## config.mk

```make
export PLATFORM = sky130hd
export DESIGN_NAME = cmpctl_top
export DESIGN_NICKNAME = d
export VERILOG_FILES = /design/src/rtl/cmpctl_pkg.sv /design/src/rtl/cmpctl_sync.sv /design/src/rtl/cmpctl_edge.sv /design/src/rtl/cmpctl_regs.sv /design/src/rtl/cmpctl_top.sv
export SDC_FILE = /design/constraint.sdc
export NUM_CORES = 1
export LEC_CHECK = 0
export ABC_AREA = 1
export BUFFER_PORTS_ARGS = -buffer_cell sky130_fd_sc_hd__buf_2
export CORE_AREA = 2 2 39 41
export CTS_BUF_LIST = sky130_fd_sc_hd__clkbuf_16
export DETAILED_ROUTE_END_ITERATION = 10
export DIE_AREA = 0 0 41 43
export HOLD_SLACK_MARGIN = 0.05
export PLACE_DENSITY_LB_ADDON = 0.3
export SETUP_SLACK_MARGIN = 0.4
export SYNTH_ARGS = -nofsm -noshare
export SYNTH_HDL_FRONTEND = slang
export SYNTH_SLANG_ARGS = --single-unit
```

## constraint.sdc

```tcl
create_clock -name clk -period 2.18 [get_ports clk]
set_input_delay 0.109 -clock clk [delete_from_list [all_inputs] [get_ports clk]]
set_output_delay 0.109 -clock clk [all_outputs]
set_load 0.01 [all_outputs]
```

## src/rtl/cmpctl_pkg.sv

```systemverilog
package cmpctl_pkg;
  localparam int REG_W   = 8;
  localparam int BIT_OFF = 7;
  localparam int BIT_REF = 6;
  localparam int BIT_SMP = 5;
  localparam int BIT_FLG = 4;
  localparam int BIT_IEN = 3;
  localparam int BIT_RSV = 2;
  localparam int MODE_W  = 2;

  typedef enum logic [MODE_W-1:0] {
    EDGE_ANY  = 2'b00,
    EDGE_NONE = 2'b01,
    EDGE_FALL = 2'b10,
    EDGE_RISE = 2'b11
  } edge_mode_e;

  typedef struct packed {
    logic       off;
    logic       ref_sel;
    logic       ien;
    edge_mode_e mode;
  } ctl_t;
endpackage

```

## src/rtl/cmpctl_sync.sv

```systemverilog
module cmpctl_sync #(
  parameter int STAGES = 2
) (
  input  logic clk,
  input  logic rst_n,
  input  logic hold,
  input  logic d,
  output logic q
);
  logic [STAGES-1:0] stg_q;
  logic [STAGES-1:0] stg_d;

  generate
    for (genvar i = 0; i < STAGES; i++) begin : g_stage
      if (i == 0) begin : g_first
        always_comb stg_d[i] = hold ? stg_q[i] : d;
      end else begin : g_rest
        always_comb stg_d[i] = hold ? stg_q[i] : stg_q[i-1];
      end
    end
  endgenerate

  always_ff @(posedge clk or negedge rst_n) begin
    if (!rst_n) stg_q <= '0;
    else        stg_q <= stg_d;
  end

  assign q = stg_q[STAGES-1];
endmodule

```

## src/rtl/cmpctl_edge.sv

```systemverilog
module cmpctl_edge
  import cmpctl_pkg::*;
(
  input  logic       clk,
  input  logic       rst_n,
  input  logic       hold,
  input  logic       smp,
  input  edge_mode_e mode,
  output logic       hit
);
  logic prev_q;
  logic prev_d;
  logic rise;
  logic fall;

  always_comb begin
    prev_d = smp;
    rise   = smp & ~prev_q;
    fall   = ~smp & prev_q;
    unique case (mode)
      EDGE_ANY:  hit = rise | fall;
      EDGE_FALL: hit = fall;
      EDGE_RISE: hit = rise;
      default:   hit = 1'b0;
    endcase
    if (hold) hit = 1'b0;
  end

  always_ff @(posedge clk or negedge rst_n) begin
    if (!rst_n) prev_q <= 1'b0;
    else        prev_q <= prev_d;
  end
endmodule

```

## src/rtl/cmpctl_regs.sv

```systemverilog
module cmpctl_regs
  import cmpctl_pkg::*;
(
  input  logic             clk,
  input  logic             rst_n,
  input  logic             we,
  input  logic [REG_W-1:0] wdata,
  input  logic             hit,
  input  logic             ack,
  output ctl_t             ctl,
  output logic             flag
);
  ctl_t ctl_q, ctl_d;
  logic flag_q, flag_d;

  always_comb begin
    ctl_d = ctl_q;
    if (we) begin
      ctl_d.off     = wdata[BIT_OFF];
      ctl_d.ref_sel = wdata[BIT_REF];
      ctl_d.ien     = wdata[BIT_IEN];
      ctl_d.mode    = edge_mode_e'(wdata[MODE_W-1:0]);
    end
  end

  always_comb begin
    flag_d = flag_q;
    if (we && wdata[BIT_FLG]) flag_d = 1'b0;
    if (ack)                  flag_d = 1'b0;
    if (hit)                  flag_d = 1'b1;
  end

  always_ff @(posedge clk or negedge rst_n) begin
    if (!rst_n) begin
      ctl_q  <= '0;
      flag_q <= 1'b0;
    end else begin
      ctl_q  <= ctl_d;
      flag_q <= flag_d;
    end
  end

  assign ctl  = ctl_q;
  assign flag = flag_q;
endmodule

```

## src/rtl/cmpctl_top.sv

```systemverilog
module cmpctl_top
  import cmpctl_pkg::*;
#(
  parameter int SYNC_STAGES = 2
) (
  input  logic             clk,
  input  logic             rst_n,
  input  logic             reg_we,
  input  logic [REG_W-1:0] reg_wdata,
  output logic [REG_W-1:0] reg_rdata,
  input  logic             cmp_raw,
  input  logic             irq_ack,
  input  logic             gie,
  input  logic             conv_en,
  input  logic             mux_en,
  output logic             irq,
  output logic             pos_sel_ref,
  output logic             neg_sel_mux,
  output logic             cmp_power_off
);
  ctl_t ctl;
  logic flag;
  logic smp;
  logic cmp_event;

  cmpctl_sync #(.STAGES(SYNC_STAGES)) u_sync (
    .clk   (clk),
    .rst_n (rst_n),
    .hold  (ctl.off),
    .d     (cmp_raw),
    .q     (smp)
  );

  cmpctl_edge u_edge (
    .clk   (clk),
    .rst_n (rst_n),
    .hold  (ctl.off),
    .smp   (smp),
    .mode  (ctl.mode),
    .hit   (cmp_event)
  );

  cmpctl_regs u_regs (
    .clk   (clk),
    .rst_n (rst_n),
    .we    (reg_we),
    .wdata (reg_wdata),
    .hit   (cmp_event),
    .ack   (irq_ack),
    .ctl   (ctl),
    .flag  (flag)
  );

  always_comb begin
    reg_rdata                 = '0;
    reg_rdata[BIT_OFF]        = ctl.off;
    reg_rdata[BIT_REF]        = ctl.ref_sel;
    reg_rdata[BIT_SMP]        = smp;
    reg_rdata[BIT_FLG]        = flag;
    reg_rdata[BIT_IEN]        = ctl.ien;
    reg_rdata[BIT_RSV]        = 1'b0;
    reg_rdata[MODE_W-1:0]     = ctl.mode;
  end

  assign irq           = flag & ctl.ien & gie;
  assign pos_sel_ref   = ctl.ref_sel;
  assign neg_sel_mux   = mux_en & ~conv_en;
  assign cmp_power_off = ctl.off;
endmodule

```

==> flow_metrics.env <==
export IMPL_synthTopCellsByArea="dfrtp_1 50%, buf_4 8.3%, nand2_1 7.5%"
export IMPL_p_leak_nw=0.362
export IMPL_rsz0062_at_grt="false"
export IMPL_syn2layout_area_growth_pct=40.0
export IMPL_ir_worst_vdd_mv=0.355
export IMPL_wl_per_cell_um=9.19
export IMPL_place_congestion=0.571
export IMPL_avgSynthCellArea_um2=9.58
export IMPL_fin_crit_sh=0.507
export IMPL_fp_dieArea_mm2=0.00176
export IMPL_hp_class="in -> reg"
export IMPL_root_buffer="clkbuf_16"
export IMPL_drive_gt1_frac=0.414
export IMPL_rr_startpoint="u_sync.stg_q[1]"
export IMPL_cts_sink_count=9
export IMPL_startpoint_type="flop"
export IMPL_core_area_mm2=0.00138
export IMPL_r2r_cells=5
export IMPL_ant_nets=0
export IMPL_seqPwrFrac=0.338
export IMPL_tritoncts="done"
export IMPL_antenna_cells=0
export IMPL_post_place_ws_ns=1.07
export IMPL_final_nets=89
export IMPL_vias=348
export IMPL_synth_distinct_cells=13
export IMPL_maxCapViolCount=0
export IMPL_syn_num_nets=65
export IMPL_setup_viol=0
export IMPL_avgViaCountPerCell=4.05
export IMPL_finalClockSkew_ns=0.000523
export IMPL_stdcell_area_um2=631
export IMPL_switching_share=0.225
export IMPL_grt_pass1_vias=323
export IMPL_grt_max_degree=10
export IMPL_r2r_setup_slack_ns=1.07
export IMPL_clk_latency_ns=0.23
export IMPL_timing_hold_worst_start="reg_wdata[7]"
export IMPL_yosysTopAreaCell="dfrtp_1"
export IMPL_path_max_fanout=5
export IMPL_cts_max_level=1
export IMPL_antenna_found_initial=0
export IMPL_clockPowerShare=0.516
export IMPL_syn_inst=47
export IMPL_rows=14
export IMPL_grt_pass1_wl_mm=1.23
export IMPL_syn_area_um2=450
export IMPL_portBuffers=24
export IMPL_power_density_mw_per_mm2=968
export IMPL_setup_slack_ns=1.07
export IMPL_initial_core_util=0.325
export IMPL_grt_util_all_layers=0.116
export IMPL_yosysWarnings=0
export IMPL_synth_top_cell_area_share=0.500
export IMPL_cts_buffers=3
export IMPL_status="finished clean"
export IMPL_final_cell_mix="24 x buf_2, 9 x nand2_1, 9 x dfrtp_1"
export IMPL_post_cts_repair_setup_buffers=0
export IMPL_combPwrFrac=0.146
export IMPL_crit_type="reg -> reg"
export IMPL_dr_pass1_iters=2
export IMPL_hold_end="u_regs.ctl[4]"
export IMPL_timing_rr_end="u_regs.flag"
export IMPL_drt_iter0_markers=1
export IMPL_endpoint_kind="flop"
export IMPL_dp_hpwl_um=596
export IMPL_hold_viol_final=0
export IMPL_die_w_um=41
export IMPL_drv_slew=0
export IMPL_cts_clk_slew_worst_paths_ns=0.04
export IMPL_drc=0
export IMPL_internal_power_w=0.000473
export IMPL_placed_cell_area_um2=542
export IMPL_io_pin_count=28
export IMPL_fin_tns_setup_ns=0
export IMPL_wl_um=790
export IMPL_min_period_ns=1.11
export IMPL_p_sw_w=0.000138
export IMPL_cp_arrival_ns=1.28
export IMPL_cp_required_ns=2.35
export IMPL_max_freq_mhz=905
export IMPL_final_common_cell="buf_2"
export IMPL_cts_buffer_depth=2
export IMPL_overflow=0
export IMPL_seq_area_frac_synth=0.500
export IMPL_fp_dieH_um=43
export IMPL_synth_seq_cells=9
export IMPL_hold_path_cell_count=3
-- power groups by stage --
| stage | Sequential (W) | Clock, W | Combinational [W] |
|---|---|---|---|
| 6_report | 0.000206 | 0.000315 | 0.0000890 |
| 4_1_cts | 0.000207 | 0.000323 | 0.0000916 |
| 2_1_floorplan | 0.000210 | 0 | 0.0000625 |
| 3_5_place_dp | 0.000209 | 0 | 0.0000898 |
| 5_1_grt | 0.000209 | 0.000334 | 0.000105 |
| 3_3_place_gp | 0.000207 | 0 | 0.0000885 |
-- logic make-up after synthesis --
| family | after synthesis | synth area share |
|---|---|---|
| other | 1 | 0.00833 |
| AND/OR/NAND/NOR | 14 | 0.136 |
| flip-flops | 9 | 0.500 |
| AO/OA/AOI/OAI | 6 | 0.0667 |
| multiplexers | 2 | 0.0667 |
| adder cells (fa/ha/maj) | 2 | 0.0555 |
| buffers and inverters | 13 | 0.167 |
-- worst max-delay path by stage --
| stage | startpoint | endpoint | depth (start not counted) |
|---|---|---|---|
| floorplan | u_sync.stg_q[1] | u_regs.flag | 5 |
| global placement | u_sync.stg_q[1] | u_regs.flag | 5 |
| detailed placement | u_sync.stg_q[1] | u_regs.flag | 5 |
| CTS | u_sync.stg_q[1] | u_regs.flag | 5 |
| global route | u_sync.stg_q[1] | u_regs.flag | 5 |
| finish | u_sync.stg_q[1] | u_regs.flag | 5 |
-- cell usage after synthesis --
cell      n
dfrtp_1   9
and3_1    1
buf_6     1
o21ai_0   6
ha_1      2
buf_4     5
inv_1     7
nor2_1    1
nand2_1   9
nand3b_1  1
conb_1    1
nand3_1   2
mux2_4    2
-- layout make-up --
type                            count  area [um2]
Clock buffer                        3        75.1
Clock inverter                      1        3.75
Fill cell                         147         753
Inverter                            7        26.3
Multi-Input combinational cell     25         150
Sequential cell                     9         225
Tap cell                           16        20.0
Timing Repair Buffer               25         130
-- worst max-delay path, stage by stage, from the launching register on --
cell and delay, ns:
dfrtp_1 0.39, inv_1 0.06, ha_1 0.28, o21ai_0 0.16
nand3_1 0.10, nand2_1 0.06
-- routing by layer --
| layer | wire length (um) | vias up | GRT usage |
|---|---|---|---|
| met2 | 422 | 8 | 0.175 |
| li1 | - | 185 | - |
| met1 | 343 | 155 | 0.104 |
| met3 | 25 | 0 | 0.0471 |
| met4 | 0 | 0 | 0.120 |
| met5 | 0 | - | 0 |
-- sequential cells by signal (all words and copies together), names as in the netlist --
register / cells
u_edge.prev_q: 1
u_regs.ctl: 5
u_regs.flag: 1
u_sync.stg_q: 2
-- stage by stage --
stage	power (W)	util	instances	hold slack (ns)
2_1_floorplan	0.000272	-	47	-0.187
3_3_place_gp	0.000296	0.392	81	-0.0315
3_5_place_dp	0.000298	0.392	81	-0.0303
4_1_cts	0.000622	0.456	86	0.0845
5_1_grt	0.000648	0.456	86	0.0912
6_report	0.000610	0.456	86	0.0826
-- timing repair --
action,4_1_cts,5_1_grt
hold endpoints to repair,9,0
hold buffers,1,0
gates resized for setup,0,0
setup endpoints to repair,0,0
Note: power is estimated with default switching activity, not from simulation.
